$ cat config.mk
export PLATFORM = sky130hd
export DESIGN_NAME = spike_filter
export DESIGN_NICKNAME = d
export VERILOG_FILES = /design/src/rtl/spike_filter_pkg.sv /design/src/rtl/sf_sync2.sv /design/src/rtl/sf_mode_ctl.sv /design/src/rtl/sf_stab_filter.sv /design/src/rtl/sf_settle_timer.sv /design/src/rtl/spike_filter.sv
export SDC_FILE = /design/constraint.sdc
export NUM_CORES = 1
export LEC_CHECK = 0
export CAP_MARGIN = 20
export CORE_UTILIZATION = 25
export CTS_CLUSTER_SIZE = 10
export DETAILED_ROUTE_END_ITERATION = 6
export DONT_BUFFER_PORTS = 1
export PLACE_DENSITY_LB_ADDON = 0.08
export SLEW_MARGIN = 10
export SYNTH_ARGS = -nofsm -noshare
export SYNTH_HDL_FRONTEND = slang
export SYNTH_SLANG_ARGS = --single-unit
$ cat constraint.sdc
create_clock -name clk -period 1.2 [get_ports clk]
set_input_delay 0.06 -clock clk [delete_from_list [all_inputs] [get_ports clk]]
set_output_delay 0.06 -clock clk [all_outputs]
set_load 0.05 [all_outputs]
$ cat src/rtl/spike_filter_pkg.sv
`timescale 1ns/1ps
package spike_filter_pkg;

  // Filter mode encoding; the register field decodes these values directly.
  typedef enum logic [1:0] {
    FM_BYPASS  = 2'b00,
    FM_VNARROW = 2'b01,
    FM_NARROW  = 2'b10,
    FM_WIDE    = 2'b11
  } fmode_e;

  localparam int unsigned LINE_CLK  = 0;
  localparam int unsigned LINE_DAT  = 1;
  localparam int unsigned NUM_LINES = 2;

endpackage

$ cat src/rtl/sf_sync2.sv
`timescale 1ns/1ps
// Two-flop synchronizer per raw pin, idle-high on reset.
module sf_sync2 #(
  parameter int unsigned WIDTH = 2
) (
  input  logic             clk,
  input  logic             rst_n,
  input  logic             clr,
  input  logic [WIDTH-1:0] d,
  output logic [WIDTH-1:0] q
);

  logic [WIDTH-1:0] meta_q, meta_d;
  logic [WIDTH-1:0] sync_q, sync_d;

  always_comb begin
    if (clr) begin
      meta_d = '1;
      sync_d = '1;
    end else begin
      meta_d = d;
      sync_d = meta_q;
    end
  end

  always_ff @(posedge clk or negedge rst_n) begin
    if (!rst_n) begin
      meta_q <= '1;
      sync_q <= '1;
    end else begin
      meta_q <= meta_d;
      sync_q <= sync_d;
    end
  end

  assign q = sync_q;

endmodule

$ cat src/rtl/sf_mode_ctl.sv
`timescale 1ns/1ps
// Mode register, configuration change detection and width lookup.
module sf_mode_ctl
  import spike_filter_pkg::*;
#(
  parameter int unsigned W_VNARROW   = 1,
  parameter int unsigned W_NARROW    = 5,
  parameter int unsigned W_WIDE      = 10,
  parameter int unsigned SETTLE_MULT = 10,
  parameter int unsigned SPAN_W      = 4,
  parameter int unsigned LIM_W       = 7
) (
  input  logic              clk,
  input  logic              rst_n,
  input  logic              soft_rst,
  input  logic              mode_load,
  input  logic [1:0]        mode_wdata,
  input  logic              i2c_sel,
  input  logic              clk_pol,
  output fmode_e            mode,
  output logic              bypass,
  output logic              mode_chg,
  output logic              cfg_chg,
  output logic [SPAN_W-1:0] span,
  output logic [LIM_W-1:0]  limit
);

  localparam int unsigned LIM_VN = SETTLE_MULT * W_VNARROW;
  localparam int unsigned LIM_N  = SETTLE_MULT * W_NARROW;
  localparam int unsigned LIM_W_ = SETTLE_MULT * W_WIDE;

  fmode_e mode_q, mode_d;
  logic   mode_en;
  logic   i2c_q, pol_q;
  logic   side_chg;

  // next state
  always_comb begin
    mode_en = soft_rst | mode_load;
    if (soft_rst) mode_d = FM_BYPASS;
    else          mode_d = fmode_e'(mode_wdata);
  end

  always_comb begin
    mode_chg = !soft_rst && mode_load && (mode_wdata != 2'(mode_q));
    side_chg = !soft_rst && ((i2c_sel != i2c_q) || (clk_pol != pol_q));
    cfg_chg  = mode_chg | side_chg;
  end

  // registers
  always_ff @(posedge clk or negedge rst_n) begin
    if (!rst_n) begin
      mode_q <= FM_BYPASS;
    end else if (mode_en) begin
      mode_q <= mode_d;
    end
  end

  always_ff @(posedge clk or negedge rst_n) begin
    if (!rst_n) begin
      i2c_q <= 1'b0;
      pol_q <= 1'b0;
    end else begin
      i2c_q <= i2c_sel;
      pol_q <= clk_pol;
    end
  end

  // width lookup from the active mode
  always_comb begin
    case (mode_q)
      FM_VNARROW: begin span = SPAN_W'(W_VNARROW); limit = LIM_W'(LIM_VN); end
      FM_NARROW:  begin span = SPAN_W'(W_NARROW);  limit = LIM_W'(LIM_N);  end
      FM_WIDE:    begin span = SPAN_W'(W_WIDE);    limit = LIM_W'(LIM_W_); end
      default:    begin span = '0;                 limit = '0;             end
    endcase
  end

  assign mode   = mode_q;
  assign bypass = (mode_q == FM_BYPASS);

endmodule

$ cat src/rtl/sf_stab_filter.sv
`timescale 1ns/1ps
// Per-line stability counter: accept a level after span+1 equal samples.
module sf_stab_filter #(
  parameter int unsigned SPAN_W = 4
) (
  input  logic              clk,
  input  logic              rst_n,
  input  logic              clr,
  input  logic              bypass,
  input  logic              restart,
  input  logic [SPAN_W-1:0] span,
  input  logic              s_in,
  output logic              f_out
);

  logic [SPAN_W-1:0] cnt_q, cnt_d;
  logic              lvl_q, lvl_d;

  always_comb begin
    cnt_d = cnt_q;
    lvl_d = lvl_q;
    if (clr) begin
      cnt_d = '0;
      lvl_d = 1'b1;
    end else if (bypass) begin
      cnt_d = '0;
      lvl_d = s_in;
    end else if (restart || (s_in == lvl_q)) begin
      cnt_d = '0;
    end else if (cnt_q == span) begin
      cnt_d = '0;
      lvl_d = s_in;
    end else begin
      cnt_d = cnt_q + SPAN_W'(1);
    end
  end

  always_ff @(posedge clk or negedge rst_n) begin
    if (!rst_n) begin
      cnt_q <= '0;
      lvl_q <= 1'b1;
    end else begin
      cnt_q <= cnt_d;
      lvl_q <= lvl_d;
    end
  end

  assign f_out = bypass ? s_in : lvl_q;

endmodule

$ cat src/rtl/sf_settle_timer.sv
`timescale 1ns/1ps
// Settle window timer shared by both lines.
module sf_settle_timer #(
  parameter int unsigned LIM_W = 7
) (
  input  logic             clk,
  input  logic             rst_n,
  input  logic             clr,
  input  logic             trig,
  input  logic             bypass,
  input  logic [LIM_W-1:0] limit,
  output logic             settled
);

  logic             busy_q, busy_d;
  logic [LIM_W-1:0] tcnt_q, tcnt_d;

  always_comb begin
    busy_d = busy_q;
    tcnt_d = tcnt_q;
    if (clr) begin
      busy_d = 1'b0;
      tcnt_d = '0;
    end else if (trig) begin
      busy_d = 1'b1;
      tcnt_d = '0;
    end else if (bypass) begin
      busy_d = 1'b0;
      tcnt_d = '0;
    end else if (busy_q) begin
      if (tcnt_q == limit - LIM_W'(1)) begin
        busy_d = 1'b0;
        tcnt_d = '0;
      end else begin
        tcnt_d = tcnt_q + LIM_W'(1);
      end
    end
  end

  always_ff @(posedge clk or negedge rst_n) begin
    if (!rst_n) begin
      busy_q <= 1'b0;
      tcnt_q <= '0;
    end else begin
      busy_q <= busy_d;
      tcnt_q <= tcnt_d;
    end
  end

  assign settled = bypass | ~busy_q;

endmodule

$ cat src/rtl/spike_filter.sv
`timescale 1ns/1ps
module spike_filter
  import spike_filter_pkg::*;
#(
  parameter int unsigned W_VNARROW   = 1,
  parameter int unsigned W_NARROW    = 5,
  parameter int unsigned W_WIDE      = 10,
  parameter int unsigned SETTLE_MULT = 10
) (
  input  logic       clk,
  input  logic       rst_n,
  input  logic       soft_rst,
  input  logic       line_clk_in,
  input  logic       line_dat_in,
  input  logic       mode_load,
  input  logic [1:0] mode_wdata,
  input  logic       i2c_sel,
  input  logic       clk_pol,
  output logic       line_clk_out,
  output logic       line_dat_out,
  output logic       settled
);

  localparam int unsigned SPAN_W = $clog2(W_WIDE + 1);
  localparam int unsigned LIM_W  = $clog2(SETTLE_MULT * W_WIDE + 1);

  // reset: asserted asynchronously, released on the clock
  logic [1:0] rst_pipe_q;
  logic       rst_sync_n;

  always_ff @(posedge clk or negedge rst_n) begin
    if (!rst_n) rst_pipe_q <= 2'b00;
    else        rst_pipe_q <= {rst_pipe_q[0], 1'b1};
  end
  assign rst_sync_n = rst_pipe_q[1];

  fmode_e              mode_q;
  logic                bypass;
  logic                mode_chg;
  logic                cfg_chg;
  logic [SPAN_W-1:0]   span;
  logic [LIM_W-1:0]    limit;
  logic [NUM_LINES-1:0] raw_vec;
  logic [NUM_LINES-1:0] s_vec;
  logic [NUM_LINES-1:0] filt_vec;

  assign raw_vec[LINE_CLK] = line_clk_in;
  assign raw_vec[LINE_DAT] = line_dat_in;

  sf_mode_ctl #(
    .W_VNARROW  (W_VNARROW),
    .W_NARROW   (W_NARROW),
    .W_WIDE     (W_WIDE),
    .SETTLE_MULT(SETTLE_MULT),
    .SPAN_W     (SPAN_W),
    .LIM_W      (LIM_W)
  ) u_mode (
    .clk       (clk),
    .rst_n     (rst_sync_n),
    .soft_rst  (soft_rst),
    .mode_load (mode_load),
    .mode_wdata(mode_wdata),
    .i2c_sel   (i2c_sel),
    .clk_pol   (clk_pol),
    .mode      (mode_q),
    .bypass    (bypass),
    .mode_chg  (mode_chg),
    .cfg_chg   (cfg_chg),
    .span      (span),
    .limit     (limit)
  );

  sf_sync2 #(.WIDTH(NUM_LINES)) u_sync (
    .clk  (clk),
    .rst_n(rst_sync_n),
    .clr  (soft_rst),
    .d    (raw_vec),
    .q    (s_vec)
  );

  for (genvar g = 0; g < NUM_LINES; g++) begin : g_line
    sf_stab_filter #(.SPAN_W(SPAN_W)) u_filt (
      .clk    (clk),
      .rst_n  (rst_sync_n),
      .clr    (soft_rst),
      .bypass (bypass),
      .restart(mode_chg),
      .span   (span),
      .s_in   (s_vec[g]),
      .f_out  (filt_vec[g])
    );
  end

  sf_settle_timer #(.LIM_W(LIM_W)) u_settle (
    .clk    (clk),
    .rst_n  (rst_sync_n),
    .clr    (soft_rst),
    .trig   (cfg_chg),
    .bypass (bypass),
    .limit  (limit),
    .settled(settled)
  );

  assign line_clk_out = filt_vec[LINE_CLK];
  assign line_dat_out = filt_vec[LINE_DAT];

endmodule

# Yosys cells after proc, flatten, opt, wreduce, memory -nomap -nowiden
# Cells that the tools add are included.
# op_classes
add_sub_neg	4
n_eq_ne	13
mux	33
bitwise	4
n_reduce_logical	13
# ops
op	n
$mux 7	5
$mux 4	8
$pmux 7 s3	1
$mux 1	15
$pmux 4 s3	1
$add 4x1->4 const B	2
$eq 4x4->1	2
$add 7x1->7 const B	1
$eq 7x7->1	1
$sub 7x1->7 const B	1
$mux 2	3
$reduce_bool 3->1	2
$eq 2x2->1 const B	2
$reduce_and 2->1	2
$reduce_bool 4->1	1
$logic_and 1x1->1	3
$logic_or 1x1->1	3
$ne 3x2->1 const B	1
$ne 3x3->1 const B	1
$or 1x1->1	3
$eq 1x1->1	2
$eq 2x1->1 const B	1
$logic_not 2->1	1
$ne 1x1->1	2
3 further kinds	3
# totals
register_bits	28
in_bits	10
output_inout_bits	3
elab_cells	79

# Logic depth before layout (Yosys ltp)
# logic_depth
depth_word	9
mapped_depth	7

# Modules after synthesis
# From an unflattened synthesis, not the netlist that was laid out.
# hier_totals
hier_cells	181
hier_area_um2	1833.0
# modules_own_cells
mod	n_inst	cells_each	area_per_inst_um2	seq_area_each_um2
sf_settle_timer	1	87	724.4	200.2
sf_stab_filter	2	26	312.8	126.4
sf_mode_ctl	1	31	299.0	100.1
sf_sync2	1	8	130.1	105.1
spike_filter	1	3	53.8	50.0

# Worst setup path after synthesis
# No wires, ideal clock.
# synth_timing
kind	register to register
start	register u_mode.mode_q[0] (netlist: u_mode.mode[0])
end	register u_settle.tcnt_q[2]
arrival_ps	1606
required_time_ps	1062
slack_ps	-544
path_stages_with_launch	7
path_buffers	0
synth_period_minus_slack_ps	1744
path_cell_list	dfrtp_1 inv_1 ha_1 and3b_1 a21oi_2 nor4_4 a211oi_1
# synth_between
elab_chain_len	9
word_cells_on_any_way	16
cone_classes	1 x add/sub; 5 x eq/ne; 6 x mux; 1 x bitwise; 3 x reduce/logical
# synth_rtl
item	line_no	rtl
start: declaration	sf_mode_ctl.sv:32	fmode_e mode_q, mode_d;
start signal: assignment	sf_mode_ctl.sv:55	mode_q <= mode_d;
$eq 2x2->1 / $eq 2x1->1 (equally long branches)	sf_mode_ctl.sv:71	case (mode_q)
$pmux 7 s3	sf_mode_ctl.sv:71	
$sub 7x1->7	sf_settle_timer.sv:31	if (tcnt_q == limit - LIM_W'(1)) begin
$eq 7x7->1	sf_settle_timer.sv:31	
$mux 7	sf_settle_timer.sv:31	
$mux 7	sf_settle_timer.sv:30	end else if (busy_q) begin
$mux 7	sf_settle_timer.sv:27	end else if (bypass) begin
$mux 7	sf_settle_timer.sv:24	end else if (trig) begin
$mux 7	sf_settle_timer.sv:21	if (clr) begin
end signal: assignment	sf_settle_timer.sv:46	tcnt_q <= tcnt_d;
end: declaration	sf_settle_timer.sv:16	logic [LIM_W-1:0] tcnt_q, tcnt_d;
# Parallel ways exist; a longest one is shown, timed or not. The select of a mux whose other input is x is not followed.
# A chain may end at the register's enable or synchronous reset.

# Final worst setup path
# Ends and elaborated chain as after synthesis.

==> metrics.log <==
[metrics] Async S/R FF share, synth: 1.000
[metrics] Synth area leaders: sky130_fd_sc_hd__dfrtp_1, sky130_fd_sc_hd__dfstp_2, sky130_fd_sc_hd__ha_1
[metrics] GR Util All Layers: 0.1207
[metrics] final estimated routing congestion in global placement: between 0.7 and 0.8
[metrics] final worst path period share: 1.393
[metrics] max-slew violation count: 0
[metrics] Die Footprint: about 6400 sq um
[metrics] Syn Inst Count: roughly 140
[metrics] CP Launch Type: flip-flop
[metrics] total setup violations reported at the end of the flow: 21
[metrics] wire length per cell after detailed routing: 13.70 um
[metrics] share of the synthesized area in compound gates (AO/OA/AOI/OAI): 0.09426
[metrics] via count of the first global-routing pass: around 1.3k
[metrics] count of unresolved DRC violations after routing: 0
[metrics] maximum root-to-sink buffer count: 2
[metrics] class of the most critical hold timing path: primary input to flip-flop
[metrics] Synth top cells by count: sky130_fd_sc_hd__dfrtp_1, sky130_fd_sc_hd__nor2_1, sky130_fd_sc_hd__xor2_1
[metrics] final standard cell area without fillers: 2276 sq um
[metrics] number of buffers added on ports: 0
[metrics] net count of the mapped netlist: between 150 and 200
[metrics] post-synthesis simple-gate area fraction: 0.1820
[metrics] Core ar.: 5921 sq um
[metrics] synthesized cell area: roughly 1500 sq um
[metrics] combined buffer and inverter count along the critical path: 2
[metrics] number of clock sinks seen by CTS: 28
[metrics] Relative slew margins: 0.6620
[metrics] worst path arrival time: 1830 ps
[metrics] clock tree from TritonCTS: done
[metrics] nets@finish: a little over 200
[metrics] highest ir drop seen on vdd: 0.3537 mV
[metrics] initial core utilization: 0.2578
[metrics] ANT cells: 0
[metrics] status: finished with violations
[metrics] violated checks: negative setup slack
[metrics] Least-Margin Pin Slew: 505.3 ps
[metrics] first-pass iteration count of the detailed router: 3
[metrics] Clk Tree Root Cell: sky130_fd_sc_hd__clkbuf_8
[metrics] average via count per standard cell: ~4.5
[metrics] Maximum Capacitance Violations: 0
[metrics] power per unit of standard cell area: approximately 860 nW/um^2
[metrics] Die H: between 80 and 90 um
[metrics] proportion of layout cells with a drive suffix above 1: 0.4541
[metrics] Inserted Clock Buffers: 3
[metrics] HPWL reported at the end of detailed placement: approximately 2500 um
[metrics] cell at the slowest stage of the critical path: sky130_fd_sc_hd__dfrtp_2
[metrics] unrepaired setup endpoints after global routing: yes
[metrics] most common cell in the netlist: sky130_fd_sc_hd__dfrtp_1
[metrics] initial detailed-routing violation count: 14
[metrics] Max Clock Freq: roughly 600 MHz
[metrics] Yosys warnings: 0
[metrics] count of flip-flops with a built-in enable after synthesis: 0
[metrics] Post-Route WL: roughly 3600 um
[metrics] area share of xor/xnor cells in the synthesized design: 0.1148
[metrics] antenna violations before repair: 0
[metrics] count of antenna-violating nets left after detailed routing: 0
[metrics] library cell occupying the most area in the post-synthesis netlist: sky130_fd_sc_hd__dfrtp_1
[metrics] min Tclk post-route: 1672 ps
[metrics] overall overflow remaining after global route: 0
[metrics] Synth top area share: 0.3607
[metrics] share of the yosys chip area belonging to registers: 0.4639
[metrics] synthesized flop and latch total: 28
[metrics] utilization after layout: 0.3844
[metrics] type of element capturing the critical path: flip-flop
[metrics] final hold slack: a little under 100 ps
[metrics] synthesis-to-layout area growth: 49.10%
[metrics] CTS clk-pin slew, worst paths: approximately 100 ps
[metrics] proportion of synthesized area in mux cells: 0.04754
[metrics] chip width: about 80 um
[metrics] hold violation count in the final report: 0
[metrics] Final Total Pwr: 1.966 mW
[metrics] Rows: 28
[metrics] leakage power of the design: 0.9438 nW
[metrics] post-place instance area: 1849 sq um
[metrics] share of synthesized cell area in full adder, half adder and majority cells: 0.07377
[metrics] number of vias after detailed routing: 1158
[metrics] Req. time, crit path: about 1400 ps
[metrics] peak per-stage delay on the critical path: 450 ps
[metrics] most instantiated flip-flop cell in the synthesis netlist: sky130_fd_sc_hd__dfrtp_1
[metrics] cell chain of the critical path: inv_4 -> ha_4 -> and3b_1 -> a21oi_2 -> nor4_4 -> buf_6 -> a211oi_2
[metrics] dominant combinational cell family by area after synthesis: simple AND/OR/NAND/NOR gates
[metrics] setup slack of the critical path after layout: -471.7 ps
[metrics] Boundary Pins: 13
[metrics] Clk Latency, worst-skew pair: between 200 and 300 ps
[metrics] type of the worst setup path: flip-flop to flip-flop
[metrics] Worst path top cell family by delay: simple AND/OR/NAND/NOR gates
[metrics] synthesized area per cell: between 10 and 15 sq um
[metrics] number of distinct library cells after synthesis: 34
[metrics] CTS H-Tree Depth: 1
[metrics] Crit Path Max Fanout: 6
[metrics] maximum number of pins on one net before global-route repair: 27
[metrics] first-pass GRT wire length: between 5000 and 6000 um
[metrics] skew final: between 3 and 4 ps
[stage by stage]
step,std cells,worst slack (ps),TNS (ps)
after global routing,260,-557.7,-10130
after floorplan,144,-421.8,-4553
final,260,-471.7,-7953
after global placement,242,-493.5,-8039
after CTS,257,-502.7,-9204
after detailed placement,242,-546.3,-8436
[where the power goes]
group	switching [mW]	internal, mW
Clock	0.295	0.238
Combinational	0.212	0.219
Sequential	0.0278	0.975
Total	0.535	1.43
[tightest hold or removal path: stages]
cell	delay (ps)
sky130_fd_sc_hd__nor2_2	20
sky130_fd_sc_hd__nand3_1	50
sky130_fd_sc_hd__buf_4	160
sky130_fd_sc_hd__a211oi_2	40
[path summary, 6_finish.rpt]
path,from,end,slack [ps],depth (start not counted)
setup / recovery,u_mode.mode[0],u_settle.tcnt_q[2],-470,7
hold / removal,soft_rst,u_settle.tcnt_q[6],100,4
setup reg to reg,u_mode.mode[0],u_settle.tcnt_q[2],-470,7
hold reg to reg,rst_pipe_q[1],u_settle.busy_q,240,1
max in group asynchronous,rst_n,rst_pipe_q[0],550,2
min in group asynchronous,rst_pipe_q[1],u_settle.busy_q,240,1
[layout by cell type (no fill, tap or decap), drive strengths merged]
cell / count
buf: 31
dfrtp: 22
nor2: 19
xor2: 11
dlygate4sd3: 10
xnor2: 9
ha: 9
or2: 8
nand3: 6
dfstp: 6
a211oi: 5
mux2i: 5
o211ai: 4
nand4: 4
clkbuf: 4
inv: 4
and3: 4
nand2: 3
a21oi: 3
nor3: 2
mux2: 2
a41o: 2
nand2b: 2
nor4: 2
o21ai: 1
and3b: 1
and2: 1
o21bai: 1
a21o: 1
o31a: 1
o41ai: 1
conb: 1
[cell families (layout without fill, tap and decap cells)]
family / after synthesis / in the layout
AOI/OAI and AO/OA: 19 / 19
DFF: 28 / 28
and+or+nand+nor: 52 / 52
muxes: 7 / 7
buffers and inverters: 8 / 49
other: 1 / 1
adders and majority gates: 9 / 9
xor gates and xnor gates: 20 / 20
[cell type report]
class                      instances  area (sq um)
fill                             588          3645
multi-input combinational        108          1047
sequential                        28         710.7
timing repair buffer              41         359.1
tap                               75         93.84
clock buffer                       4         45.04
inverter                           4         20.02
[timing repair]
item	CTS	global route
pin swaps	8	23
hold buffers	10	0
hold endpoints to repair	14	0
buffers inserted	1	3
resized for setup	9	37
endpoints found under the setup margin	21	21
[per-layer routing]
metal  part of all wire  GRT usage  vias to the layer above
met5                  0          0                        -
met4              0.011    0.03214                        0
met3              0.032    0.02500                        4
met2               0.48     0.2034                       15
met1               0.48     0.1559                      559
li1                   -          -                      580
[state kept, by name, summed over array words and instances (netlist names)]
name                 cells
u_sync.meta_q            2
g_line.u_filt.cnt_q      8
u_mode.mode              2
rst_pipe_q               2
u_settle.tcnt_q          7
u_settle.busy_q          1
g_line.u_filt.lvl_q      2
u_mode.pol_q             1
u_sync.q                 2
u_mode.i2c_q             1
Note: power is estimated with default switching activity, not from simulation.
